`src/rtl/mdio_mgmt_pkg.sv`:
```
package mdio_mgmt_pkg;

  // register addresses
  localparam logic [4:0] RA_CTRL = 5'h00;
  localparam logic [4:0] RA_STAT = 5'h01;
  localparam logic [4:0] RA_ADV  = 5'h04;
  localparam logic [4:0] RA_LIVE = 5'h11;
  localparam logic [4:0] RA_AUX  = 5'h12;

  // control word bit positions
  localparam int CB_LOOP = 14;
  localparam int CB_SPD  = 13;
  localparam int CB_ANEN = 12;
  localparam int CB_RSTA = 9;
  localparam int CB_DUP  = 8;

  typedef enum logic [2:0] {
    FS_PRE,
    FS_ST,
    FS_HDR,
    FS_TA,
    FS_DATA
  } frame_state_t;

  typedef struct packed {
    logic loop;
    logic spd;
    logic anen;
    logic dup;
  } ctl_t;

  function automatic ctl_t strap_ctl(input logic [2:0] s);
    ctl_t c;
    c.loop = 1'b0;
    c.anen = s[0];
    c.spd  = s[1];
    c.dup  = s[2];
    return c;
  endfunction

endpackage

```
`src/rtl/mdio_bit_sampler.sv`:
```
module mdio_bit_sampler #(
  parameter int STAGES = 2
) (
  input  logic clk,
  input  logic rst_n,
  input  logic mdc,
  input  logic mdio,
  output logic bit_stb,
  output logic bit_val
);
  logic [STAGES:0]   mdc_q;
  logic [STAGES-1:0] dat_q;

  always_ff @(posedge clk) begin
    if (!rst_n) begin
      mdc_q <= '0;
      dat_q <= '1;
    end else begin
      mdc_q <= {mdc_q[STAGES-1:0], mdc};
      dat_q <= {dat_q[STAGES-2:0], mdio};
    end
  end

  // data travels through the same depth as the clock, so it is aligned with the edge
  assign bit_stb = mdc_q[STAGES-1] & ~mdc_q[STAGES];
  assign bit_val = dat_q[STAGES-1];
endmodule

```
`src/rtl/mdio_frame_engine.sv`:
```
module mdio_frame_engine
  import mdio_mgmt_pkg::*;
#(
  parameter int PRE_BITS = 32
) (
  input  logic        clk,
  input  logic        rst_n,
  input  logic        bit_stb,
  input  logic        bit_val,
  input  logic [4:0]  phy_addr,
  input  logic [15:0] rd_data,
  output logic        rd_req,
  output logic        wr_req,
  output logic [4:0]  reg_addr,
  output logic [15:0] wr_data,
  output logic        mdio_out,
  output logic        mdio_oe
);
  localparam int MAXC  = (PRE_BITS > 16) ? PRE_BITS : 16;
  localparam int CNT_W = $clog2(MAXC + 1);

  frame_state_t     st;
  logic [CNT_W-1:0] cnt;
  logic [10:0]      hdr;
  logic [11:0]      nxt_hdr;
  logic [15:0]      shreg;
  logic             is_rd;
  logic             op_rd, op_wr, phy_ok;

  assign nxt_hdr = {hdr, bit_val};
  assign op_rd   = (nxt_hdr[11:10] == 2'b10);
  assign op_wr   = (nxt_hdr[11:10] == 2'b01);
  assign phy_ok  = (nxt_hdr[9:5] == phy_addr);

  assign reg_addr = hdr[4:0];
  assign wr_data  = {shreg[14:0], bit_val};
  assign rd_req   = bit_stb && (st == FS_TA) && (cnt == '0) && is_rd;
  assign wr_req   = bit_stb && (st == FS_DATA) && (cnt == CNT_W'(15)) && !is_rd;

  always_ff @(posedge clk) begin
    if (!rst_n) begin
      st       <= FS_PRE;
      cnt      <= '0;
      hdr      <= '0;
      shreg    <= '0;
      is_rd    <= 1'b0;
      mdio_oe  <= 1'b0;
      mdio_out <= 1'b1;
    end else if (bit_stb) begin
      case (st)
        FS_PRE: begin
          if (bit_val) begin
            if (cnt < CNT_W'(PRE_BITS)) cnt <= cnt + 1'b1;
          end else if (cnt == CNT_W'(PRE_BITS)) begin
            st  <= FS_ST;
            cnt <= '0;
          end else begin
            cnt <= '0;
          end
        end
        FS_ST: begin
          cnt <= '0;
          st  <= bit_val ? FS_HDR : FS_PRE;
        end
        FS_HDR: begin
          hdr <= nxt_hdr[10:0];
          if (cnt == CNT_W'(11)) begin
            cnt <= '0;
            if ((op_rd || op_wr) && phy_ok) begin
              st    <= FS_TA;
              is_rd <= op_rd;
            end else begin
              st <= FS_PRE;
            end
          end else begin
            cnt <= cnt + 1'b1;
          end
        end
        FS_TA: begin
          if (cnt == '0) begin
            cnt <= CNT_W'(1);
            if (is_rd) begin
              mdio_oe  <= 1'b1;
              mdio_out <= 1'b0;
              shreg    <= rd_data;
            end
          end else begin
            cnt <= '0;
            st  <= FS_DATA;
            if (is_rd) begin
              mdio_out <= shreg[15];
              shreg    <= {shreg[14:0], 1'b0};
            end
          end
        end
        FS_DATA: begin
          if (is_rd) begin
            mdio_out <= shreg[15];
            shreg    <= {shreg[14:0], 1'b0};
          end else begin
            shreg <= {shreg[14:0], bit_val};
          end
          if (cnt == CNT_W'(15)) begin
            st       <= FS_PRE;
            cnt      <= '0;
            mdio_oe  <= 1'b0;
            mdio_out <= 1'b1;
          end else begin
            cnt <= cnt + 1'b1;
          end
        end
        default: begin
          st  <= FS_PRE;
          cnt <= '0;
        end
      endcase
    end
  end
endmodule

```
`src/rtl/mdio_reg_bank.sv`:
```
module mdio_reg_bank
  import mdio_mgmt_pkg::*;
#(
  parameter logic [15:0] ADV_RESET = 16'h01E1
) (
  input  logic        clk,
  input  logic        rst_n,
  input  logic [2:0]  strap,
  input  logic        rd_req,
  input  logic        wr_req,
  input  logic [4:0]  reg_addr,
  input  logic [15:0] wr_data,
  input  logic        link_up,
  input  logic        neg_speed100,
  input  logic        neg_full,
  output logic [15:0] rd_data,
  output logic        loopback_en,
  output logic        aneg_enable,
  output logic        aneg_restart,
  output logic [15:0] adv_word,
  output logic        cur_speed100,
  output logic        cur_full,
  output logic        mdix_auto,
  output logic        mdix_cross
);
  ctl_t        ctl;
  logic [15:0] anar;
  logic        lat_link;

  always_ff @(posedge clk) begin
    if (!rst_n) begin
      ctl          <= strap_ctl(strap);
      anar         <= ADV_RESET;
      adv_word     <= ADV_RESET;
      lat_link     <= 1'b0;
      mdix_auto    <= 1'b1;
      mdix_cross   <= 1'b0;
      aneg_restart <= 1'b0;
    end else begin
      aneg_restart <= 1'b0;
      if (wr_req) begin
        case (reg_addr)
          RA_CTRL: begin
            ctl.loop     <= wr_data[CB_LOOP];
            ctl.spd      <= wr_data[CB_SPD];
            ctl.anen     <= wr_data[CB_ANEN];
            ctl.dup      <= wr_data[CB_DUP];
            aneg_restart <= wr_data[CB_RSTA];
            if (wr_data[CB_RSTA]) adv_word <= anar;
          end
          RA_ADV: anar <= wr_data;
          RA_AUX: begin
            mdix_auto  <= wr_data[15];
            mdix_cross <= wr_data[14];
          end
          default: ;
        endcase
      end
      if (!link_up)
        lat_link <= 1'b0;
      else if (rd_req && (reg_addr == RA_STAT))
        lat_link <= 1'b1;
    end
  end

  assign loopback_en  = ctl.loop;
  assign aneg_enable  = ctl.anen;
  assign cur_speed100 = ctl.anen ? neg_speed100 : ctl.spd;
  assign cur_full     = ctl.anen ? neg_full : ctl.dup;

  always_comb begin
    case (reg_addr)
      RA_CTRL: rd_data = {1'b0, ctl.loop, ctl.spd, ctl.anen, 3'b000, ctl.dup, 8'h00};
      RA_STAT: rd_data = {13'h0000, lat_link, 2'b00};
      RA_ADV:  rd_data = anar;
      RA_LIVE: rd_data = {12'h000, cur_full, link_up, cur_speed100, 1'b0};
      RA_AUX:  rd_data = {mdix_auto, mdix_cross, 14'h0000};
      default: rd_data = 16'h0000;
    endcase
  end
endmodule

```
`src/rtl/mdio_mgmt_slave.sv`:
```
module mdio_mgmt_slave
  import mdio_mgmt_pkg::*;
#(
  parameter int          PRE_BITS    = 32,
  parameter int          SYNC_STAGES = 2,
  parameter logic [15:0] ADV_RESET   = 16'h01E1
) (
  input  logic        clk,
  input  logic        rst_n,
  input  logic [4:0]  phy_addr,
  input  logic [2:0]  strap,
  input  logic        mdc,
  input  logic        mdio_in,
  output logic        mdio_out,
  output logic        mdio_oe,
  input  logic        link_up,
  input  logic        neg_speed100,
  input  logic        neg_full,
  output logic        loopback_en,
  output logic        aneg_enable,
  output logic        aneg_restart,
  output logic [15:0] adv_word,
  output logic        cur_speed100,
  output logic        cur_full,
  output logic        mdix_auto,
  output logic        mdix_cross,
  output logic        led_10,
  output logic        led_100
);
  logic        bit_stb, bit_val;
  logic        rd_req, wr_req;
  logic [4:0]  reg_addr;
  logic [15:0] wr_data, rd_data;

  mdio_bit_sampler #(.STAGES(SYNC_STAGES)) u_samp (
    .clk(clk), .rst_n(rst_n), .mdc(mdc), .mdio(mdio_in),
    .bit_stb(bit_stb), .bit_val(bit_val)
  );

  mdio_frame_engine #(.PRE_BITS(PRE_BITS)) u_eng (
    .clk(clk), .rst_n(rst_n), .bit_stb(bit_stb), .bit_val(bit_val),
    .phy_addr(phy_addr), .rd_data(rd_data), .rd_req(rd_req), .wr_req(wr_req),
    .reg_addr(reg_addr), .wr_data(wr_data), .mdio_out(mdio_out), .mdio_oe(mdio_oe)
  );

  mdio_reg_bank #(.ADV_RESET(ADV_RESET)) u_regs (
    .clk(clk), .rst_n(rst_n), .strap(strap), .rd_req(rd_req), .wr_req(wr_req),
    .reg_addr(reg_addr), .wr_data(wr_data), .link_up(link_up),
    .neg_speed100(neg_speed100), .neg_full(neg_full), .rd_data(rd_data),
    .loopback_en(loopback_en), .aneg_enable(aneg_enable), .aneg_restart(aneg_restart),
    .adv_word(adv_word), .cur_speed100(cur_speed100), .cur_full(cur_full),
    .mdix_auto(mdix_auto), .mdix_cross(mdix_cross)
  );

  assign led_100 = link_up & cur_speed100;
  assign led_10  = link_up & ~cur_speed100;
endmodule

```
`config.mk`:
```
export PLATFORM = sky130hd
export DESIGN_NAME = mdio_mgmt_slave
export DESIGN_NICKNAME = d
export VERILOG_FILES = /design/src/rtl/mdio_mgmt_pkg.sv /design/src/rtl/mdio_bit_sampler.sv /design/src/rtl/mdio_frame_engine.sv /design/src/rtl/mdio_reg_bank.sv /design/src/rtl/mdio_mgmt_slave.sv
export SDC_FILE = /design/constraint.sdc
export NUM_CORES = 1
export LEC_CHECK = 0
export ABC_AREA = 1
export BUFFER_PORTS_ARGS = -buffer_cell sky130_fd_sc_hd__buf_4
export CAP_MARGIN = 20
export CELL_PAD_IN_SITES_DETAIL_PLACEMENT = 1
export CELL_PAD_IN_SITES_GLOBAL_PLACEMENT = 1
export CORE_MARGIN = 2
export CORE_UTILIZATION = 39
export CTS_CLUSTER_SIZE = 24
export DETAILED_ROUTE_END_ITERATION = 10
export MAX_ROUTING_LAYER = met4
export PLACE_DENSITY = 0.84
export RECOVER_POWER = 100
export SYNTH_ARGS = -nofsm -noshare
export SYNTH_HDL_FRONTEND = slang
export SYNTH_SLANG_ARGS = --single-unit
```
`constraint.sdc`:
```
create_clock -name clk -period 1.7 [get_ports clk]
set_input_delay 0.255 -clock clk [delete_from_list [all_inputs] [get_ports clk]]
set_output_delay 0.255 -clock clk [all_outputs]
set_load 0.03 [all_outputs]
```
==> results.md, run 1 <==
Critical path:
- Of all nets on the critical path, the largest fanout is 7.
- At the worst endpoint, the arrival time is 1950 ps.
- The worst setup path is captured at a register.
- Data on the critical path is required at its endpoint by 1960 ps.
- STA classifies the critical path startpoint as a register.
- By startpoint and endpoint, the worst setup path is classified as register to register.

Routing:
- The wire length per cell is 17.6 um.
- The number of remaining DRC errors is 0.
- In the routed layout, each cell is associated on average with a via count of 5.31.
- The count of vias placed by the detailed router is 3876.
- The number of antenna-violating nets in the routed design is 0.
- The aggregate routed wire length is 12800 um.
- The first TritonRoute pass finished after 4 iterations.
- The detailed router's first-iteration violation count is 139.

Place:
- Counting tap cells, the placed design contains a total of 705 instances.
- The final weighted congestion in routability-driven placement is 0.994.
- The count of buffers from port buffering is 41.
- The post-detailed-placement half-perimeter wirelength is 8430 um.

Clock network:
- The root cell of the clock tree is clkbuf_8.
- The clock net in this run drives a total of 84 sinks.
- The number of CTS-inserted buffers is 9.
- Hold repair after CTS inserted 0 buffers.
- The clock-pin slew reported for the worst setup and hold paths after clock tree synthesis is 80 ps.
- The clock passes through at most 2 buffers.
- In this run the number of H-tree levels came out at 3.
- The clock latency of the later-clocked register in the worst-skew pair is 370 ps.
- TritonCTS built the clock tree.

Timing:
- Setup repair after global routing could not meet its margin everywhere.
- Derived from the worst setup path, the maximum achievable clock frequency is 590 MHz.
- Setup violations remaining at the end of the flow were counted as 0.
- The final worst-path cycle share is 99.6%.
- The final count of pins violating max slew is 0.
- Between clock sinks in the finished design, the worst skew comes to 5.72 ps.
- Headroom to the max-slew limit came out at 42.6%.
- The count of endpoints failing hold in the final timing report is 0.
- The slew at the pin closest to its max-slew limit is 861 ps.
- The shortest clock period the worst path allows after layout is 1690 ps.

Floorplan:
- The die covers 0.0110 mm2.
- The boundary pin count is 42.
- The floorplan has 36 rows.
- In this run the vertical extent of the chip is 105 um.
- For this configuration, the core starts out at a cell density of 40.4%.
- The area of the core region is 0.00982 mm2.
- The die is 105 um wide.

Pwr:
- Net switching is 24.0% of the power.
- The share of total power dissipated in combinational logic is 7.3%.
- Power comes to 3.85 mW.
- The part of the power in the clock network is 40.9%.
- For this design the total switching power over the nets is 0.926 mW.
- Cell internal power was estimated by the tool at 2.92 mW.
- The static leakage power is 2.09 nW.
- Registers are responsible for 51.8% of the overall power.
- IR analysis of the VDD net gives a maximum drop of 0.348 mV.
- For this design the ratio of total power to cell area is 785 mW/mm2.

Global routing:
- The number of antenna violations at the first check in global routing was 0.
- The most heavily used metal layer in global routing is met2.
- The first global-routing pass estimated 19600 um of wire.
- The met3 track utilization from global routing is 4.05%.
- The maximum number of pins on one net before global-route repair is 22.
- The met1 usage is 27.3%.
- After global routing the overflow that remains totals 0.
- The combined global-route utilization of all metal layers is 22.9%.
- The routing usage on met2 is 38.3%.
- The via count of the first global-routing pass was 3971.

Synth:
- Counting every net in the synthesized netlist gives 547.
- In the post-synthesis netlist, the biggest area contributors are dfxtp_1 41%, nand2_1 8.8%, o21ai_0 6.4%.
- The number of flip-flops and latches in the synthesized netlist is 84.
- During synthesis, Yosys emitted a total of 0 warnings.
- A synthesized cell averages 7.51 um2.
- The commonest cells after synthesis are 93 x nand2_1, 81 x dfxtp_1, 60 x nor2_1, 51 x o21ai_0, 49 x a21oi_1.
- Counting distinct cell types in the post-synthesis netlist gives 41.
- The top cell type by area accounts for 40.8% of the synthesized area.
- The post-synthesis instance area is 0.00397 mm2.
- The share of flip-flops with an asynchronous set or reset is 0%.
- The gate count of the mapped netlist is 529.
- In this run, synthesis inferred 3 flip-flops with an integrated enable.
- Of all cell types, the one taking the most synthesized area is dfxtp_1.
- Of the synthesized area, sequential elements account for 43.1%.
- The main flop type after synthesis is dfxtp_1.
- By instance count, the leading cell after synthesis is nand2_1.

Finish:
- The total of fill cells in the finished design is 1261.
- The repair_antennas step left the layout with diodes totalling 0.
- The net count of the finished layout is 610.
- The post-route netlist has 24.6% of its cells at a drive strength greater than 1.
- The final cell count without fillers is 730.
- The area growth from synthesis to layout is 23.5%.
- At the end of the flow the core is filled with cells to 50.0%.

Hold path:
- The tightest min-delay check is of the primary input to register type.

Job:
- The number of max-capacitance violations reported is 0.

Run status:
- The run finished with clean final reports.
-- flip-flops by register name, summed over array words and instances (netlist names), 2 cells and up --
signal / cells
u_regs.adv_word: 16
u_eng.st: 3
u_eng.hdr: 11
u_samp.mdc_q: 3
u_eng.cnt: 6
u_eng.shreg: 16
u_regs.ctl: 2
u_samp.dat_q: 2
u_regs.anar: 16
-- critical path: stages (launching register included) --
cell and delay [ps]:
dfxtp_2 350, inv_1 100, ha_4 160, nand3_4 90
nor2_4 130, inv_2 70, nor2_4 220, buf_6 160
o21ai_0 100, o211ai_1 120, nand2_1 90
-- cell type report --
type / instances / area (um2) / share of cell area, %
clock inverters: 5 / 77.6 / 1.58
clock buffers: 11 / 131 / 2.68
inverters: 58 / 235 / 4.79
flip-flops and latches: 84 / 1720 / 35.1
well taps: 133 / 166 / 3.39
repair buffers: 71 / 499 / 10.2
multi-input cells: 368 / 2080 / 42.3
-- power by group through the flow --
stage | Sequential, mW | Clock [mW] | Combinational [mW]
after floorplan | 2.04 | 0 | 0.139
after global placement | 2.04 | 0 | 0.227
after detailed placement | 2.04 | 0 | 0.237
after CTS | 1.99 | 1.58 | 0.247
after global routing | 2.00 | 1.65 | 0.305
final | 1.99 | 1.57 | 0.281
-- metal layers --
metal | vias to the layer above | routed length [um] | part of all wire, %
met5 | - | 0 | 0
met4 | 0 | 344 | 2.7
met3 | 32 | 531 | 4.1
met2 | 106 | 6490 | 51
met1 | 1885 | 5470 | 43
li1 | 1853 | - | -
-- metrics by stage --
| stage | hold slack (ps) | area, um2 | setup WS [ps] | setup TNS, ps |
|---|---|---|---|---|
| 2_1_floorplan | 353 | 3980 | 60.5 | 0 |
| 3_3_place_gp | 393 | 4500 | 52.3 | 0 |
| 3_5_place_dp | 404 | 4500 | -62.7 | -605 |
| 4_1_cts | 62.0 | 4780 | 1.28 | 0 |
| 5_1_grt | 64.9 | 4910 | -83.9 | -1000 |
| 6_report | 62.5 | 4910 | 5.99 | 0 |
-- cells in the final DEF, fill, tap and decap left out, types with 5 or more instances in the layout --
master,Yosys,routed
a21oi_2,1,5
dfxtp_1,81,76
o21ai_0,51,40
nor2_2,13,12
clkbuf_8,1,9
nor2_1,60,55
nor2_4,7,13
a21oi_1,49,45
clkbuf_1,6,26
nand4_1,6,6
buf_4,5,39
inv_1,47,43
buf_6,4,5
o21ai_1,14,24
nand2_2,5,8
nand3_1,30,27
inv_2,7,9
o211ai_2,5,5
nand2_1,93,88
-- timing repair --
item	4_1_cts	5_1_grt
buffers inserted	2	6
gates resized for setup	9	57
pin swaps	1	11
setup endpoints to repair	37	64
cloned	1	0
-- path summary, 6_finish.rpt --
| kind | from | end | slack [ps] | cells past startpoint |
|---|---|---|---|---|
| max reg2reg | u_eng.cnt[1] | u_eng.shreg[6] | 6 | 10 |
| max | u_eng.cnt[1] | u_eng.shreg[6] | 6 | 10 |
| min | mdc | u_samp.mdc_q[0] | 60 | 3 |
| min reg2reg | u_samp.dat_q[0] | u_samp.dat_q[1] | 420 | 1 |
-- logic make-up (layout without fill, tap and decap cells) --
family / Yosys count / count (layout) / share of synthesized area [%]
flip-flops: 84 / 84 / 43.1
adder cells (fa/ha/maj): 3 / 3 / 0.945
XOR/XNOR: 1 / 1 / 0.221
AND/OR/NAND/NOR: 228 / 229 / 27.4
buffers and inverters: 78 / 145 / 9.17
AO/OA/AOI/OAI: 134 / 134 / 18.9
multiplexers: 1 / 1 / 0.252
(Power assumes the default switching activity.)
==> inputs of run 2 (changes only) <==
--- a/config.mk
+++ b/config.mk
@@ -14,9 +14,11 @@
 export CORE_UTILIZATION = 39
 export CTS_CLUSTER_SIZE = 24
 export DETAILED_ROUTE_END_ITERATION = 10
+export GPL_TIMING_DRIVEN = 0
 export MAX_ROUTING_LAYER = met4
 export PLACE_DENSITY = 0.84
 export RECOVER_POWER = 100
+export SLEW_MARGIN = 30
 export SYNTH_ARGS = -nofsm -noshare
 export SYNTH_HDL_FRONTEND = slang
 export SYNTH_SLANG_ARGS = --single-unit
==> run 2 against run 1 <==
Against the previous run: combinational power about the same; register-to-register slack about the same; non-clock buffer count up 6; setup slack better by 1.6 ps; die area unchanged; utilization up 2.0 points; highest routed layer unchanged; design area up 4.0%; worst hold slack better by 31 ps; first-iteration DRC count up 29%.
==> results.md, run 2 (synthesized netlist as in run 1, its figures left out) <==
Floorplan:
- The horizontal die dimension is 105 um (unchanged).
- The die outline height is 105 um (unchanged).
- The initial standard-cell utilization of the core is 40.4% (unchanged).
- The number of rows in the core area came to 36 (unchanged).
- The total die area is 0.0110 mm2 (unchanged).
- The area of the core region is 0.00982 mm2 (unchanged).
- The boundary pin count is 42 (unchanged).

Clock network:
- The number of levels the H-tree was split into was 3 (unchanged).
- The clock latency of the later-clocked register in the worst-skew pair is 350 ps (was 370 ps).
- The CTS tree is yes (unchanged).
- The root cell of the clock tree is clkbuf_8 (unchanged).
- The maximum clock insertion buffer count came to 2 (unchanged).
- The number of hold buffers added after cts was 0 (unchanged).
- The clock-pin slew reported for the worst setup and hold paths after clock tree synthesis was 80 ps (about the same).
- The number of CTS-inserted buffers is 9 (unchanged).
- The TritonCTS sink count is 84 (unchanged).

Timing:
- The slew at the pin closest to its max-slew limit was 698 ps (was 861 ps).
- The final count of pins violating max slew is 0 (unchanged).
- RSZ-0062 raised after global routing: true (unchanged).
- The shortest clock period the worst path allows after layout came to 1690 ps (about the same).
- The final worst-path cycle share was 99.6% (about the same).
- The highest clock frequency the design can meet is 591 MHz (was 590 MHz).
- The summed negative setup slack over all endpoints was 0 ps (unchanged).
- The count of endpoints failing hold in the final timing report is 0 (unchanged).
- The count of endpoints failing setup in the final report is 0 (unchanged).
- The worst clock skew was 11.9 ps (was 5.72 ps).
- The final-layout worst hold slack is 93.9 ps (was 62.5 ps).
- The relative slew slack is 53.4% (was 42.6%).
- The worst path setup slack after routing is 7.55 ps (was 5.99 ps).

Routing:
- The aggregate routed wire length was 12200 um (was 12800 um).
- The detailed-routing iteration count for the pre-antenna-repair pass is 5 (was 4).
- The count of vias placed by the detailed router is 3881 (was 3876).
- The number of remaining DRC errors is 0 (unchanged).
- The wire length per cell is 16.6 um (was 17.6 um).
- The number of antenna-violating nets in the routed design was 0 (unchanged).
- The detailed router's first-iteration violation count is 180 (was 139).
- The detailed-route vias per instance is 5.28 (was 5.31).

Pwr:
- The ratio of total power to cell area was 728 mW/mm2 (was 785 mW/mm2).
- The net switching component of the power came to 0.903 mW (was 0.926 mW).
- The power share of the combinational group is 7.5% (was 7.3%).
- The total chip power came to 3.71 mW (was 3.85 mW).
- The switching share of total power is 24.3% (was 24.0%).
- The static leakage power came to 2.22 nW (was 2.09 nW).
- The worst-case vdd ir drop came to 0.488 mV (was 0.348 mV).
- The relative contribution of sequential cells to total power was 53.7% (was 51.8%).
- The part of the power in the clock network is 38.7% (was 40.9%).
- The internal portion of total power is 2.81 mW (was 2.92 mW).

Hold path:
- The worst hold path startpoint is mdio_in (was mdc).
- The cell depth of the worst hold path came to 2 (was 3).
- The endpoint of the worst hold-timing path was u_samp.dat_q[0] (was u_samp.mdc_q[0]).
- The type of the most critical hold path was primary input to register (unchanged).

Finish:
- Commonest non-fill, non-tap cells in the layout: 89 x nand2_1, 77 x dfxtp_1, 55 x nor2_1 (was 88 x nand2_1, 76 x dfxtp_1, 55 x nor2_1).
- Regs by FF count: u_eng.shreg (16), u_regs.adv_word (16), u_regs.anar (16) (unchanged).
- The final cell count without fillers is 735 (was 730).
- The area growth from synthesis to layout was 28.4% (was 23.5%).
- The utilization after layout is 51.9% (was 50.0%).
- The most common cell after layout, fill and taps aside is nand2_1 (unchanged).
- The final instance area is 0.00510 mm2 (was 0.00491 mm2).
- The number of nets in the final layout was 615 (was 610).
- The share of final-layout standard cells stronger than drive strength 1 is 29.2% (was 24.6%).
- The number of diodes is 0 (unchanged).

Critical path:
- The sum of buffers and inverters on the critical path was 2 (was 3).
- The cell repeated most along the worst path is nand2_4 (was nor2_4).
- Cell-by-cell listing of the critical path: ha_4, nand2_4, nor2_4, nand2_4, nor2_8, nand3_4, inv_4, nand2_8, buf_8, nand2_4, o211ai_2 (was inv_1, ha_4, nand3_4, nor2_4, inv_2, nor2_4, buf_6, o21ai_0, o211ai_1, nand2_1).
- The standard cell with the maximum stage delay on the critical path was dfxtp_4 (was dfxtp_2).
- The reg-to-reg critical path endpoint was u_regs.adv_word[7] (was u_eng.shreg[6]).
- The startpoint type of the worst setup path is a register (unchanged).
- The start of the worst register-to-register path is u_eng.cnt[0] (was u_eng.cnt[1]).
- The type of element capturing the critical path is a register (unchanged).
- The top fanout value on the critical path is 6 (was 7).
- The critical path data required time came to 1900 ps (was 1960 ps).
- The maximum cell stage delay along the critical path was 380 ps (was 350 ps).
- The worst reg-to-reg setup slack is 8 ps (was 6 ps).
- The number of cell instances on the worst register-to-register path is 11 (was 10).
- The family of cells with the greatest summed delay on the critical path was simple AND/OR/NAND/NOR gates (unchanged).
- The arrival time reported for the critical path endpoint came to 1890 ps (was 1950 ps).
- The critical path class is register to register (unchanged).

Place:
- The cell total after placement is 703 (was 705).
- The count of buffers from port buffering is 41 (unchanged).
- The cell area after placement is 0.00445 mm2 (was 0.00450 mm2).
- The pre-CTS setup slack is -122 ps (was -62.7 ps).
- The final weighted congestion in routability-driven placement came to 0.886 (was 0.994).
- The post-detailed-placement half-perimeter wirelength is 8550 um (was 8430 um).

Run status:
- Outcome: finished clean (unchanged).

Global routing:
- The total overflow reported by the global router is 0 (unchanged).
- The combined global-route utilization of all metal layers is 21.9% (was 22.9%).
- The maximum number of pins on one net before global-route repair is 15 (was 22).
- The routing usage on met2 came to 38.0% (was 38.3%).
- The most heavily used metal layer in global routing is met2 (unchanged).
- The via count of the first global-routing pass is 3877 (was 3971).
- The wire length of the first global-routing pass is 18900 um (was 19600 um).
- The met1 usage is 26.6% (was 27.3%).
- The met3 track utilization from global routing is 2.43% (was 4.05%).
- The number of antenna violations at the first check in global routing is 0 (unchanged).

Job:
- The number of max-capacitance violations reported was 0 (unchanged).
run 2: cell count changes in the layout (fill, tap and decap cells not counted), sizes merged:
cell and delta:
buf +22, clkbuf -16, bufinv -1, clkinv +1
nand2 -1
run 2: worst reg2reg max path: stages, from the launching register on:
cell      delay [ps]
dfxtp_4          380
ha_4             150
nand2_4           60
nor2_4           120
nand2_4           90
nor2_8           140
nand3_4          130
inv_4            110
nand2_8           90
buf_8            170
nand2_4           50
o211ai_2          70
run 2: per-layer routing:
| metal | up-vias | wire (um) |
|---|---|---|
| li1 | 1873 | - |
| met1 | 1885 | 5360 |
| met2 | 102 | 6160 |
| met3 | 21 | 504 |
| met4 | 0 | 188 |
| met5 | - | 0 |
run 2: layout make-up:
class,count,area (um2)
plain buffers,19,158
repair buffers,58,497
clock inverters,5,52.6
well taps,133,166
clock buffers,11,141
flip-flops and latches,84,1720
multi-input cells,367,2130
inverters,58,235
fillers,1250,4720
run 2: how the worst max path moves through the flow:
stage,from,depth (start not counted),to
after detailed placement,u_eng.cnt[1],11,u_regs.adv_word[7]
after global routing,u_eng.cnt[0],11,u_regs.adv_word[7]
after global placement,u_eng.cnt[0],11,u_regs.adv_word[0]
after floorplan,u_regs.aneg_enable,4,led_10
final,u_eng.cnt[0],11,u_regs.adv_word[7]
after CTS,u_eng.cnt[1],11,u_regs.adv_word[7]
run 2: power by group through the flow:
stage	clock, mW	sequential (mW)	combinational, mW
2_1_floorplan	0	2.04	0.139
3_3_place_gp	0	2.04	0.223
3_5_place_dp	0	2.04	0.232
4_1_cts	1.46	1.99	0.244
5_1_grt	1.53	2.00	0.304
6_report	1.44	1.99	0.280
run 2: repair_timing:
item                       CTS  global route
pin swaps                    3            13
setup endpoints to repair   43            67
gates cloned                 1             2
gates resized for setup     25            53
setup buffers                6             8
==> inputs of run 3 (changes only) <==
--- a/config.mk
+++ b/config.mk
@@ -6,18 +6,17 @@
 export NUM_CORES = 1
 export LEC_CHECK = 0
 export ABC_AREA = 1
-export BUFFER_PORTS_ARGS = -buffer_cell sky130_fd_sc_hd__buf_4
 export CAP_MARGIN = 20
 export CELL_PAD_IN_SITES_DETAIL_PLACEMENT = 1
 export CELL_PAD_IN_SITES_GLOBAL_PLACEMENT = 1
 export CORE_MARGIN = 2
-export CORE_UTILIZATION = 39
+export CORE_UTILIZATION = 42
 export CTS_CLUSTER_SIZE = 24
 export DETAILED_ROUTE_END_ITERATION = 10
+export DONT_BUFFER_PORTS = 1
 export GPL_TIMING_DRIVEN = 0
 export MAX_ROUTING_LAYER = met4
-export PLACE_DENSITY = 0.84
-export RECOVER_POWER = 100
+export PLACE_DENSITY = 0.83
 export SLEW_MARGIN = 30
 export SYNTH_ARGS = -nofsm -noshare
 export SYNTH_HDL_FRONTEND = slang
==> run 3 against run 2 <==
Against the previous run: the flow now finishes with violations (negative setup slack); design area down 2.3%; via count up 0.62%; critical path depth down 6; non-clock buffer count down 26; cell count fell by 6.5%; sequential share of layout area rose by 0.76 points; global-route usage increased by 2.5 points; combinational power fell by 2%; count of clock-buffer cells in the layout is 1 lower; largest cell class unchanged.
==> results.md, run 3 (synthesized netlist as in run 1, its figures left out) <==
Place:
- The post-detailed-placement half-perimeter wirelength is 8030 um (was 8550 um).
- The count of buffers from port buffering is 0 (was 41).
- The final weighted congestion in routability-driven placement is 0.857 (was 0.886).

Clock network:
- The CTS tree is yes (unchanged).
- The TritonCTS sink count is 84 (unchanged).
- The number of CTS-inserted buffers is 9 (unchanged).
- The number of levels the H-tree was split into is 3 (unchanged).
- The root cell of the clock tree is clkbuf_8 (unchanged).
- The clock latency of the later-clocked register in the worst-skew pair is 390 ps (was 350 ps).
- The maximum clock insertion buffer count is 2 (unchanged).
- The clock-pin slew reported for the worst setup and hold paths after clock tree synthesis is 90 ps (was 80 ps).

Global routing:
- The maximum number of pins on one net before global-route repair is 16 (was 15).
- The total overflow reported by the global router is 0 (unchanged).
- The number of antenna violations at the first check in global routing is 0 (unchanged).
- The combined global-route utilization of all metal layers came to 24.4% (was 21.9%).
- The via count of the first global-routing pass is 3841 (was 3877).
- The wire length of the first global-routing pass was 18800 um (was 18900 um).

Floorplan:
- The die outline height came to 101 um (was 105 um).
- The total die area is 0.0102 mm2 (was 0.0110 mm2).
- The initial standard-cell utilization of the core is 43.2% (was 40.4%).
- The horizontal die dimension is 101 um (was 105 um).
- The boundary pin count is 42 (unchanged).
- The area of the core region is 0.00920 mm2 (was 0.00982 mm2).
- The number of rows in the core area is 35 (was 36).

Finish:
- The total of fill cells in the finished design was 1127 (was 1250).
- The number of nets in the final layout is 589 (was 615).
- The number of diodes is 0 (unchanged).
- Regs by FF count: u_eng.shreg (16), u_regs.adv_word (16), u_regs.anar (16) (unchanged).
- The area growth from synthesis to layout was 25.5% (was 28.4%).
- The share of final-layout standard cells stronger than drive strength 1 is 27.4% (was 29.2%).
- The most common cell after layout, fill and taps aside is nand2_1 (unchanged).
- Commonest non-fill, non-tap cells in the layout: 82 x nand2_1, 78 x dfxtp_1, 56 x nor2_1 (was 89 x nand2_1, 77 x dfxtp_1, 55 x nor2_1).

Critical path:
- The top fanout value on the critical path was 5 (was 6).
- The reg-to-reg critical path endpoint is u_eng.shreg[12] (was u_regs.adv_word[7]).
- The end point of the critical path is led_100 (was u_regs.adv_word[7]).
- The arrival time reported for the critical path endpoint was 1720 ps (was 1890 ps).
- The startpoint type of the worst setup path was a register (unchanged).
- The critical path data required time is 1440 ps (was 1900 ps).
- The number of cell instances on the worst register-to-register path is 11 (unchanged).
- The critical path class is register to output port (was register to register).
- The type of element capturing the critical path is an output port (was register).
- The timing startpoint of the critical path is u_regs.aneg_enable (was u_eng.cnt[0]).
- The start of the worst register-to-register path is u_regs.aneg_enable (was u_eng.cnt[0]).
- The worst reg-to-reg setup slack was -220 ps (was 8 ps).

Timing:
- The count of endpoints failing hold in the final timing report is 0 (unchanged).
- The count of endpoints failing setup in the final report came to 19 (was 0).
- The shortest clock period the worst path allows after layout is 1980 ps (was 1690 ps).
- The summed negative setup slack over all endpoints is -1440 ps (was 0 ps).
- RSZ-0062 raised after global routing: true (unchanged).
- The highest clock frequency the design can meet is 505 MHz (was 591 MHz).
- The final count of pins violating max slew is 0 (unchanged).
- The slew at the pin closest to its max-slew limit was 703 ps (was 698 ps).
- The final worst-path cycle share is 116% (was 99.6%).
- The worst clock skew came to 16.9 ps (was 11.9 ps).
- The final-layout worst hold slack was 76.8 ps (was 93.9 ps).
- The relative slew slack was 53.1% (was 53.4%).
- The worst path setup slack after routing is -279 ps (was 7.55 ps).

Pwr:
- The static leakage power was 2.13 nW (was 2.22 nW).
- The worst-case vdd ir drop is 0.451 mV (was 0.488 mV).
- The ratio of total power to cell area was 749 mW/mm2 (was 728 mW/mm2).

Routing:
- The count of vias placed by the detailed router is 3905 (was 3881).
- The wire length per cell is 19.9 um (was 16.6 um).
- The number of remaining DRC errors is 0 (unchanged).
- The detailed-routing iteration count for the pre-antenna-repair pass is 5 (unchanged).
- The number of antenna-violating nets in the routed design was 0 (unchanged).
- The detailed-route vias per instance was 5.68 (was 5.28).
- The aggregate routed wire length is 13700 um (was 12200 um).
- The detailed router's first-iteration violation count is 196 (was 180).

Run status:
- The final reports fail on negative setup slack.
- Outcome: finished with violations (was finished clean).

Job:
- The number of max-capacitance violations reported was 0 (unchanged).

Hold path:
- The type of the most critical hold path was primary input to register (unchanged).
==> run 3: worst max-delay path: stages (launching register included) <==
cell	delay, ps
edfxtp_1	600
inv_2	150
or2_4	120
o21a_4	210
inv_2	60
nor2_4	210
==> run 3: metal layers <==
layer	wire length, um	track usage (%)
met1	5780	30.3
met5	0	-
met4	378	9.25
met2	6850	39.4
met3	676	4.76
==> run 3: how the worst min path moves through the flow <==
| stage | from | endpoint | slack, ps | cells past startpoint |
|---|---|---|---|---|
| 4_1_cts | strap[1] | u_regs.ctl[2] | 70 | 2 |
| 6_report | strap[1] | u_regs.ctl[2] | 80 | 2 |
| 3_5_place_dp | mdc | u_samp.mdc_q[0] | 360 | 2 |
| 3_3_place_gp | mdc | u_samp.mdc_q[0] | 360 | 2 |
| 2_1_floorplan | mdc | u_samp.mdc_q[0] | 350 | 2 |
| 5_1_grt | strap[1] | u_regs.ctl[2] | 90 | 2 |
==> run 3: layout make-up <==
type	instances	area (um2)	share of cell area, %
sequential	84	1720	34.5
multi-input combinational	367	2140	43.0
inverter	58	238	4.77
clock buffer	10	149	2.99
tap	111	139	2.79
clock inverter	6	47.5	0.954
buffer	19	184	3.69
timing repair buffer	32	363	7.28
==> run 3: report_power, final <==
| part | leakage [nW] | total, mW | internal, mW | switching (mW) |
|---|---|---|---|---|
| Sequential | 0.686 | 2.00 | 1.99 | 0.0136 |
| Combinational | 1.35 | 0.275 | 0.103 | 0.172 |
| Clock | 0.0976 | 1.46 | 0.627 | 0.830 |
==> run 3: repair_timing <==
action                                  in CTS  in global routing
hold buffers                                 2                  0
gates cloned                                 2                  3
buffers inserted                            16                 10
pin swaps                                    5                 24
endpoints found under the hold margin        2                  0
endpoints found under the setup margin      40                 60
gates resized for setup                     19                 92
==> run 3: through the flow <==
| step | utilization (%) | instance area, um2 | setup WS [ps] | total power, mW | std cells |
|---|---|---|---|---|---|
| 2_1_floorplan | - | 3980 | 60.5 | 2.18 | 529 |
| 3_3_place_gp | 44.8 | 4120 | -67.1 | 2.23 | 640 |
| 3_5_place_dp | 44.8 | 4120 | -119 | 2.23 | 640 |
| 4_1_cts | 50.0 | 4600 | -297 | 3.67 | 675 |
| 5_1_grt | 54.2 | 4980 | -338 | 3.83 | 687 |
| 6_report | 54.2 | 4980 | -279 | 3.73 | 687 |
